===== src/rtl/evt_timer_pkg.sv =====
package evt_timer_pkg;

  localparam int MODE_W   = 3;
  localparam int MODE_LSB = 1;
  localparam int OVF_BIT  = 0;
  localparam int EDGE_TOG_BIT = 0;

  localparam logic [1:0] ADDR_CTRL = 2'd0;
  localparam logic [1:0] ADDR_CMP0 = 2'd1;
  localparam logic [1:0] ADDR_CMP1 = 2'd2;
  localparam logic [1:0] ADDR_CNT  = 2'd3;

  typedef enum logic [1:0] {
    GRP_STOP      = 2'd0,
    GRP_FREE      = 2'd1,
    GRP_EDGE_CLR  = 2'd2,
    GRP_MATCH_CLR = 2'd3
  } grp_e;

  function automatic grp_e grp_of(input logic [MODE_W-1:0] m);
    return grp_e'(m[MODE_W-1:1]);
  endfunction

endpackage


===== src/rtl/tmr_edge_sync.sv =====
module tmr_edge_sync #(
  parameter int SYNC_STAGES = 2
) (
  input  logic       clk,
  input  logic       rst_n,
  input  logic       din,
  input  logic [1:0] edge_sel,
  output logic       edge_pulse
);
  localparam int LAST = SYNC_STAGES - 1;

  logic [SYNC_STAGES:0] pipe;

  always_ff @(posedge clk or negedge rst_n) begin
    if (!rst_n) pipe[0] <= 1'b0;
    else        pipe[0] <= din;
  end

  genvar gi;
  generate
    for (gi = 1; gi <= SYNC_STAGES; gi++) begin : g_stage
      always_ff @(posedge clk or negedge rst_n) begin
        if (!rst_n) pipe[gi] <= 1'b0;
        else        pipe[gi] <= pipe[gi-1];
      end
    end
  endgenerate

  logic now_v, old_v;
  assign now_v = pipe[LAST];
  assign old_v = pipe[SYNC_STAGES];

  assign edge_pulse = (edge_sel[0] &  now_v & ~old_v) |
                      (edge_sel[1] & ~now_v &  old_v);
endmodule


===== src/rtl/tmr_regs.sv =====
module tmr_regs
  import evt_timer_pkg::*;
#(
  parameter int CNT_W = 16
) (
  input  logic              clk,
  input  logic              rst_n,
  input  logic              wr_en,
  input  logic [1:0]        wr_addr,
  input  logic [CNT_W-1:0]  wr_data,
  input  logic              ovf_set,
  output logic [MODE_W-1:0] mode,
  output logic              ovf,
  output logic [CNT_W-1:0]  cmp0,
  output logic [CNT_W-1:0]  cmp1
);
  logic [MODE_W-1:0] new_mode;
  logic              ctrl_wr, mode_ok;

  assign new_mode = wr_data[MODE_LSB +: MODE_W];
  assign ctrl_wr  = wr_en && (wr_addr == ADDR_CTRL);
  assign mode_ok  = (grp_of(mode) == GRP_STOP) ||
                    (grp_of(new_mode) == GRP_STOP) ||
                    (new_mode == mode);

  always_ff @(posedge clk or negedge rst_n) begin
    if (!rst_n) begin
      mode <= '0;
      ovf  <= 1'b0;
      cmp0 <= '0;
      cmp1 <= '0;
    end else begin
      if (ctrl_wr) begin
        if (mode_ok) mode <= new_mode;
        ovf <= wr_data[OVF_BIT] | ovf_set;
      end else if (ovf_set) begin
        ovf <= 1'b1;
      end
      if (wr_en && wr_addr == ADDR_CMP0) cmp0 <= wr_data;
      if (wr_en && wr_addr == ADDR_CMP1) cmp1 <= wr_data;
    end
  end
endmodule


===== src/rtl/tmr_core.sv =====
module tmr_core
  import evt_timer_pkg::*;
#(
  parameter int CNT_W = 16
) (
  input  logic              clk,
  input  logic              rst_n,
  input  logic [MODE_W-1:0] mode,
  input  logic              tick,
  input  logic              edge_pulse,
  input  logic [CNT_W-1:0]  cmp0,
  input  logic [CNT_W-1:0]  cmp1,
  output logic [CNT_W-1:0]  cnt,
  output logic              ovf_set,
  output logic              tog_out,
  output logic              irq
);
  localparam logic [CNT_W-1:0] ONE = CNT_W'(1);

  grp_e grp;
  logic run, hit0, hit1, edge_clr, wrap_clr, tog_ev;
  logic [CNT_W-1:0] cnt_nxt;

  assign grp      = grp_of(mode);
  assign run      = (grp != GRP_STOP);
  assign hit0     = run && tick && (cnt == cmp0);
  assign hit1     = run && tick && (cnt == cmp1);
  assign edge_clr = (grp == GRP_EDGE_CLR) && edge_pulse;
  assign wrap_clr = (grp == GRP_MATCH_CLR) && (cnt == cmp0);
  assign ovf_set  = run && tick && (&cnt) && !edge_clr;
  assign tog_ev   = run && (hit0 || hit1 || (mode[EDGE_TOG_BIT] && edge_pulse));

  always_comb begin
    if (!run)          cnt_nxt = '0;
    else if (edge_clr) cnt_nxt = '0;
    else if (tick)     cnt_nxt = wrap_clr ? '0 : cnt + ONE;
    else               cnt_nxt = cnt;
  end

  always_ff @(posedge clk or negedge rst_n) begin
    if (!rst_n) begin
      cnt     <= '0;
      tog_out <= 1'b0;
      irq     <= 1'b0;
    end else begin
      cnt     <= cnt_nxt;
      tog_out <= tog_out ^ tog_ev;
      irq     <= hit0 | hit1;
    end
  end
endmodule


===== src/rtl/evt_timer16.sv =====
module evt_timer16
  import evt_timer_pkg::*;
#(
  parameter int CNT_W       = 16,
  parameter int SYNC_STAGES = 2
) (
  input  logic             clk,
  input  logic             rst_n,
  input  logic             wr_en,
  input  logic [1:0]       wr_addr,
  input  logic [CNT_W-1:0] wr_data,
  input  logic [1:0]       rd_addr,
  output logic [CNT_W-1:0] rd_data,
  input  logic             tick,
  input  logic             ext_in,
  input  logic [1:0]       edge_sel,
  output logic             tog_out,
  output logic             irq
);
  localparam int CTRL_PAD = CNT_W - MODE_W - 1;

  logic [MODE_W-1:0] mode_q;
  logic              ovf_q, ovf_set, edge_pulse;
  logic [CNT_W-1:0]  cmp0_q, cmp1_q, cnt_q;

  tmr_edge_sync #(.SYNC_STAGES(SYNC_STAGES)) u_sync (
    .clk(clk), .rst_n(rst_n), .din(ext_in), .edge_sel(edge_sel),
    .edge_pulse(edge_pulse)
  );

  tmr_regs #(.CNT_W(CNT_W)) u_regs (
    .clk(clk), .rst_n(rst_n), .wr_en(wr_en), .wr_addr(wr_addr),
    .wr_data(wr_data), .ovf_set(ovf_set), .mode(mode_q), .ovf(ovf_q),
    .cmp0(cmp0_q), .cmp1(cmp1_q)
  );

  tmr_core #(.CNT_W(CNT_W)) u_core (
    .clk(clk), .rst_n(rst_n), .mode(mode_q), .tick(tick),
    .edge_pulse(edge_pulse), .cmp0(cmp0_q), .cmp1(cmp1_q), .cnt(cnt_q),
    .ovf_set(ovf_set), .tog_out(tog_out), .irq(irq)
  );

  always_comb begin
    case (rd_addr)
      ADDR_CTRL: rd_data = {{CTRL_PAD{1'b0}}, mode_q, ovf_q};
      ADDR_CMP0: rd_data = cmp0_q;
      ADDR_CMP1: rd_data = cmp1_q;
      default:   rd_data = cnt_q;
    endcase
  end
endmodule


===== config.mk =====
export PLATFORM = sky130hd
export DESIGN_NAME = evt_timer16
export DESIGN_NICKNAME = d
export VERILOG_FILES = /design/src/rtl/evt_timer_pkg.sv /design/src/rtl/tmr_edge_sync.sv /design/src/rtl/tmr_regs.sv /design/src/rtl/tmr_core.sv /design/src/rtl/evt_timer16.sv
export SDC_FILE = /design/constraint.sdc
export NUM_CORES = 1
export LEC_CHECK = 0
export BUFFER_PORTS_ARGS = -buffer_cell sky130_fd_sc_hd__clkbuf_2
export CAP_MARGIN = 40
export CORE_MARGIN = 2
export CORE_UTILIZATION = 35
export CTS_CLUSTER_SIZE = 25
export DETAILED_ROUTE_END_ITERATION = 6
export PLACE_DENSITY = 0.57
export SLEW_MARGIN = 10
export SYNTH_ARGS = -nofsm -noshare
export SYNTH_HDL_FRONTEND = slang
export SYNTH_SLANG_ARGS = --single-unit

===== constraint.sdc =====
create_clock -name clk -period 2.25 [get_ports clk]
set_clock_uncertainty 0.2 [all_clocks]
set_input_delay 0.225 -clock clk [delete_from_list [all_inputs] [get_ports clk]]
set_output_delay 0.225 -clock clk [all_outputs]
set_load 0.02 [all_outputs]

# Yosys cells after proc, flatten, opt, wreduce, memory -nomap -nowiden

Index checks and enable logic that the tools add are counted.

Input bits: 27
Word-level logic and storage cells: 63
Output and inout bits: 18
Register bits: 57

Eq/ne operators: 10
Muxes and demuxes: 7
Bitwise logic cells: 10
Reductions and logical operators: 25
Add/sub/neg operators: 1

Operators by type and width:

| kind                                                             | count |
|---|---|
| 16-bit 2-to-1 mux                                                | 4 |
| 16-bit case mux with 3 select lines                              | 1 |
| 16-bit == test                                                   | 2 |
| 16-bit by 1-bit adder with 16-bit output (second input constant) | 1 |
| 16-bit AND reduction                                             | 1 |
| 1-bit logical AND                                                | 12 |
| 2-bit == test (second input constant)                            | 4 |
| 2-bit zero test                                                  | 4 |
| 1-bit AND                                                        | 4 |
| 2-bit by 1-bit == test with 1-bit output (second input constant) | 2 |
| 1-bit logical OR                                                 | 4 |
| 2-bit nonzero test                                               | 2 |
| 3-bit == test                                                    | 1 |
| 3-bit inequality test (second input constant)                    | 1 |
| 1-bit OR                                                         | 3 |
| 1-bit 2-to-1 mux                                                 | 2 |
| 1-bit inverter                                                   | 2 |
| 2-bit AND reduction                                              | 1 |
| 1-bit zero test                                                  | 1 |
| 1-bit bitwise XOR                                                | 1 |

# Longest topological paths before layout

Depth after elaboration: 9
Gate-level depth with buffers: 7
Mapped depth without buffers: 6

# By module

A second synthesis with hierarchy kept.

Cell total of the unflattened synthesis: 284
Area, all modules: 3383.2 sq um

By module, submodules not included:

| module        | times used | cells an instance | area each (sq um) | sequential area each (sq um) |
|---|---|---|---|---|
| tmr_regs      | 1          | 87                | 1432.6            | 900.9 |
| tmr_core      | 1          | 157               | 1418.9            | 450.4 |
| evt_timer16   | 1          | 34                | 436.7             | 0.0 |
| tmr_edge_sync | 1          | 6                 | 95.1              | 75.1 |

# Worst setup path before layout

No wires, ideal clock.

Path type: register to register
Start: reg u_core.cnt[11]
End: reg u_core.cnt[10]
Setup slack: 332 ps
Library setup time: 130 ps
Data arrival time: 1588 ps
Stages on the path, launching flop included: 8
Path buffers: 2
Period minus slack after synthesis: 1918 ps
Data required time: 1920 ps
Cells stage by stage: dfrtp_1 > buf_6 > xor2_1 > nor4_2 > nand4_1 > buf_4 > o21ai_4 > o22ai_1

Word-level cells in the longest chain between the ends: 6

Ends and longest elaborated chain:

| item                           | RTL line       | source |
|---|---|---|
| start: declaration             | tmr_core.sv:13 | `output logic [CNT_W-1:0] cnt,` |
| start signal: assignment       | tmr_core.sv:46 | `cnt <= cnt_nxt;` |
| 16-bit == test                 | tmr_core.sv:29 | `assign wrap_clr = (grp == GRP_MATCH_CLR) && (cnt == cmp0);` |
| 1-bit logical AND              | tmr_core.sv:29 |  |
| 16-bit 2-to-1 mux (2 in a row) | tmr_core.sv:36 | `else if (tick) cnt_nxt = wrap_clr ? '0 : cnt + ONE;` |
| 16-bit 2-to-1 mux              | tmr_core.sv:35 | `else if (edge_clr) cnt_nxt = '0;` |
| 16-bit 2-to-1 mux              | tmr_core.sv:34 | `if (!run) cnt_nxt = '0;` |

Every way passes these cells. The select of a mux whose other input is x is not followed.
A chain may end at the register's enable or synchronous reset.

# Final worst setup path

Start: reg u_regs.cmp0[3]
End: reg u_core.cnt[3]

Word-level cells in the longest chain between the ends: 6

Ends and longest elaborated chain:

| item                           | RTL line       | source |
|---|---|---|
| start: declaration             | tmr_regs.sv:14 | `output logic [CNT_W-1:0] cmp0,` |
| start signal: assignment       | tmr_regs.sv:39 | `if (wr_en && wr_addr == ADDR_CMP0) cmp0 <= wr_data;` |
| 16-bit == test                 | tmr_core.sv:29 |  |
| 1-bit logical AND              | tmr_core.sv:29 |  |
| 16-bit 2-to-1 mux (2 in a row) | tmr_core.sv:36 |  |
| 16-bit 2-to-1 mux              | tmr_core.sv:35 |  |
| 16-bit 2-to-1 mux              | tmr_core.sv:34 |  |

Every way passes these cells. The select of a mux whose other input is x is not followed.

==> out/results.txt <==
status: finished clean
Most used DFF post-synth: dfrtp_1
Distinct cells, synth: 44
delay of the slowest critical-path stage: 0.42 ns
nets: 398
Static Leak: 0.00180 uW
wire per inst: 17.9 um
Final period util: 0.978
Async SR Flop Fraction: 1.00
required time of the critical path: 2.27 ns
final hold vios: 0
PortBufs: 44
Int Pwr: 2370 uW
switching pwr: 1190 uW
Syn. warnings: 0
Hold Crit Class: input pin to register
critical path's slowest cell: dfrtp_1
CTS tree: yes
Setup Viol. Count Final: 0
first-pass GRT wire length: 14,200 um
Clock Sinks: 57
placed cell area: 3760 um2
Crit Path Max Fanout: 8
dpl hpwl: 6450 um
Initial DRT Pass Iterations: 4
Layout area overhead: 26.3%
synthesis-stage register bit count: 57
total power: 3570 uW
Row Count: 35
Clock Pin Slew Worst Setup and Hold Paths: 0.07 ns
cells after synthesis: 291
Clk pwr share: 0.314
final worst slack: 0.0499 ns
Worst VDD drop: 0.469 mV
RSZ-0062 raised after global routing: yes
H-tree lvl count: 3
pre-CTS setup slack: 0.145 ns
Final min period: 2.20 ns
reg2reg setup slack: 0.05 ns
Die X-Extent: 101 um
CP Capture Type: register
Top Ports: 45
EDFF count, synth: 0
Total Routing Usage GR: 0.183
ranking of synthesized cells by area: dfrtp_1 43%, mux2_2 16%, xor2_1 4.5%, xnor2_1 4.2%, a22o_1 3.2%
Seq pwr share: 0.395
hold endpoint: u_regs.cmp1[3]$_DFFE_PN0P_
Mapped Avg Cell Area: 11.4 um2
startpoint types: register
Max-cap violations: 0
fmax: 0.455 GHz
die area: 10,200 um2
Core ar.: 9200 um2
vias in the first global route: 2,607
detailed-route via count: 2,608
global route overflow: 0
post-synth top area share: 0.431
Hold Path Origin: wr_data[3]
Buf/Inv on CP: 1
drt first-iter violations: 200
DRT Wirelength: 8700 um
root buffer cell: clkbuf_8
layout cells sized above 1: 0.408
syn_nets: 319
Final Slew Violations: 0
r2r worst-path depth: 6
Worst-Margin Slew: 0.590 ns
DRC: 0
initial antenna violation count: 0
relative slew slack: 0.606
CTS max path bufs: 2
Routed Antenna Nets: 0
mapped cell area: 3310 um2
layout filler cell count: 885
Logic pwr share: 0.291
FF-to-FF End: u_core.cnt[3]$_DFFE_PN0P_
WS Path Type: register to register
Initial Util: 0.360
CP Cell Sequence: xor2_1, nor4_2, nand4_1, buf_4, o21ai_4, o22ai_1
hold path depth: 2
RR Startpoint: u_regs.cmp0[3]$_DFFE_PN0P_
vias per inst: 5.37
largest net degree at the start of global routing: 24
Antenna Diode Count: 0
pwr dens: 854 nW/um2
WP data arrival: 2.22 ns
sequential fraction of the synthesis area: 0.431
Clk Latency, worst-skew pair: 0.35 ns
area leader, netlist: dfrtp_1
CP top delay family: simple AND/OR/NAND/NOR gates
Sw Share: 0.334
number of CTS-inserted buffers: 9
height of the die: 101 um
design area: 4180 um2
gpl congestion: 0.840
repair_timing:
item	in CTS	in global routing
setup buffers	0	2
endpoints found under the setup margin	0	16
hold endpoints to repair	44	0
resized for setup	0	2
hold buffers	16	0
layout make-up:
cell class	instances	area, um2	share of cell area
multi-input cells	204	1730	0.415
clock inverters	5	77.6	0.0186
clock buffers	11	151	0.0363
flip-flops and latches	57	1430	0.342
inverters	8	30.0	0.00719
well taps	111	139	0.0333
repair buffers	90	618	0.148
metrics by stage:
step | TNS, ns | hold slack [ns] | instances | util
floorplan | 0 | -0.271 | 291 | -
global placement | 0 | -0.0298 | 452 | 0.409
detailed placement | 0 | -0.0284 | 452 | 0.409
CTS | 0 | 0.00401 | 484 | 0.452
global route | -0.209 | 0.0201 | 486 | 0.454
finish | 0 | 0.0110 | 486 | 0.454
metal layers:
metal / vias to the layer above / track usage / part of all wire
li1: 1235 / - / -
met3: 14 / 0.0414 / 0.046
met1: 1280 / 0.258 / 0.46
met4: 0 / 0.0655 / 0.023
met2: 79 / 0.278 / 0.47
met5: - / 0 / 0
synth_stat cells, drive strengths merged (2+ instances only):
master	n
inv	8
and3b	3
nand3	7
mux4	4
a22o	12
clkbuf	7
mux2	47
nand4	9
xor2	17
buf	15
or2	3
nor3b	2
nor3	2
o31ai	8
a31oi	2
or3	4
a21oi	2
o211ai	3
dfrtp	57
nor4	7
o21a	2
o2111ai	5
o22ai	8
nand3b	3
xnor2	16
nor2	4
o21ai	11
nand2b	3
nand2	12
kinds of logic after synthesis:
group           after synthesis  synth area share
simple gates                 64             0.119
flops                        57             0.431
compound gates               54             0.121
mux                          52             0.190
xor+xnor                     33            0.0874
buf+inv                      30            0.0469
fa+ha+maj                     1           0.00378
registers in the layout (all words and copies together) (netlist names):
| register | flops |
|---|---|
| u_sync.pipe | 1 |
| u_regs.ovf | 1 |
| u_sync.old_v | 1 |
| u_regs.cmp1 | 16 |
| u_core.tog_out | 1 |
| u_core.cnt | 16 |
| u_regs.mode | 3 |
| u_core.irq | 1 |
| u_sync.now_v | 1 |
| u_regs.cmp0 | 16 |
placed cells by master, fill, tap and decap left out, types with 4 or more instances in the layout:
cell,instances
dfrtp_1,56
mux2_2,47
clkbuf_2,44
buf_4,29
xor2_1,17
xnor2_1,16
dlygate4sd3_1,16
a22o_1,12
nand2_1,12
clkbuf_8,11
nand4_1,9
o22ai_1,8
inv_1,8
o21ai_0,7
nand3_1,7
o31ai_1,7
nor4_2,5
o2111ai_1,5
mux4_2,4
nor2_1,4
or3_1,4
how the worst max path moves through the flow:
| stage | from | endpoint | slack [ns] | cells past startpoint |
|---|---|---|---|---|
| floorplan | u_core.cnt[11]$_DFFE_PN0P_ | u_core.cnt[10]$_DFFE_PN0P_ | 0.33 | 7 |
| global placement | u_core.cnt[14]$_DFFE_PN0P_ | u_core.cnt[3]$_DFFE_PN0P_ | 0.17 | 6 |
| detailed placement | u_core.cnt[12]$_DFFE_PN0P_ | u_core.cnt[3]$_DFFE_PN0P_ | 0.14 | 6 |
| CTS | u_core.cnt[14]$_DFFE_PN0P_ | u_core.cnt[10]$_DFFE_PN0P_ | 0.13 | 6 |
| global route | u_regs.cmp0[3]$_DFFE_PN0P_ | u_core.cnt[11]$_DFFE_PN0P_ | -0.04 | 6 |
| finish | u_regs.cmp0[3]$_DFFE_PN0P_ | u_core.cnt[3]$_DFFE_PN0P_ | 0.05 | 6 |
power groups by stage:
stage          registers, uW  clock network [uW]  logic [uW]
2_1_floorplan           1350                   0         733
3_3_place_gp            1420                   0        1000
3_5_place_dp            1420                   0        1010
4_1_cts                 1410                1130        1030
5_1_grt                 1440                1180        1130
6_report                1410                1120        1040
(Power assumes the default switching activity.)
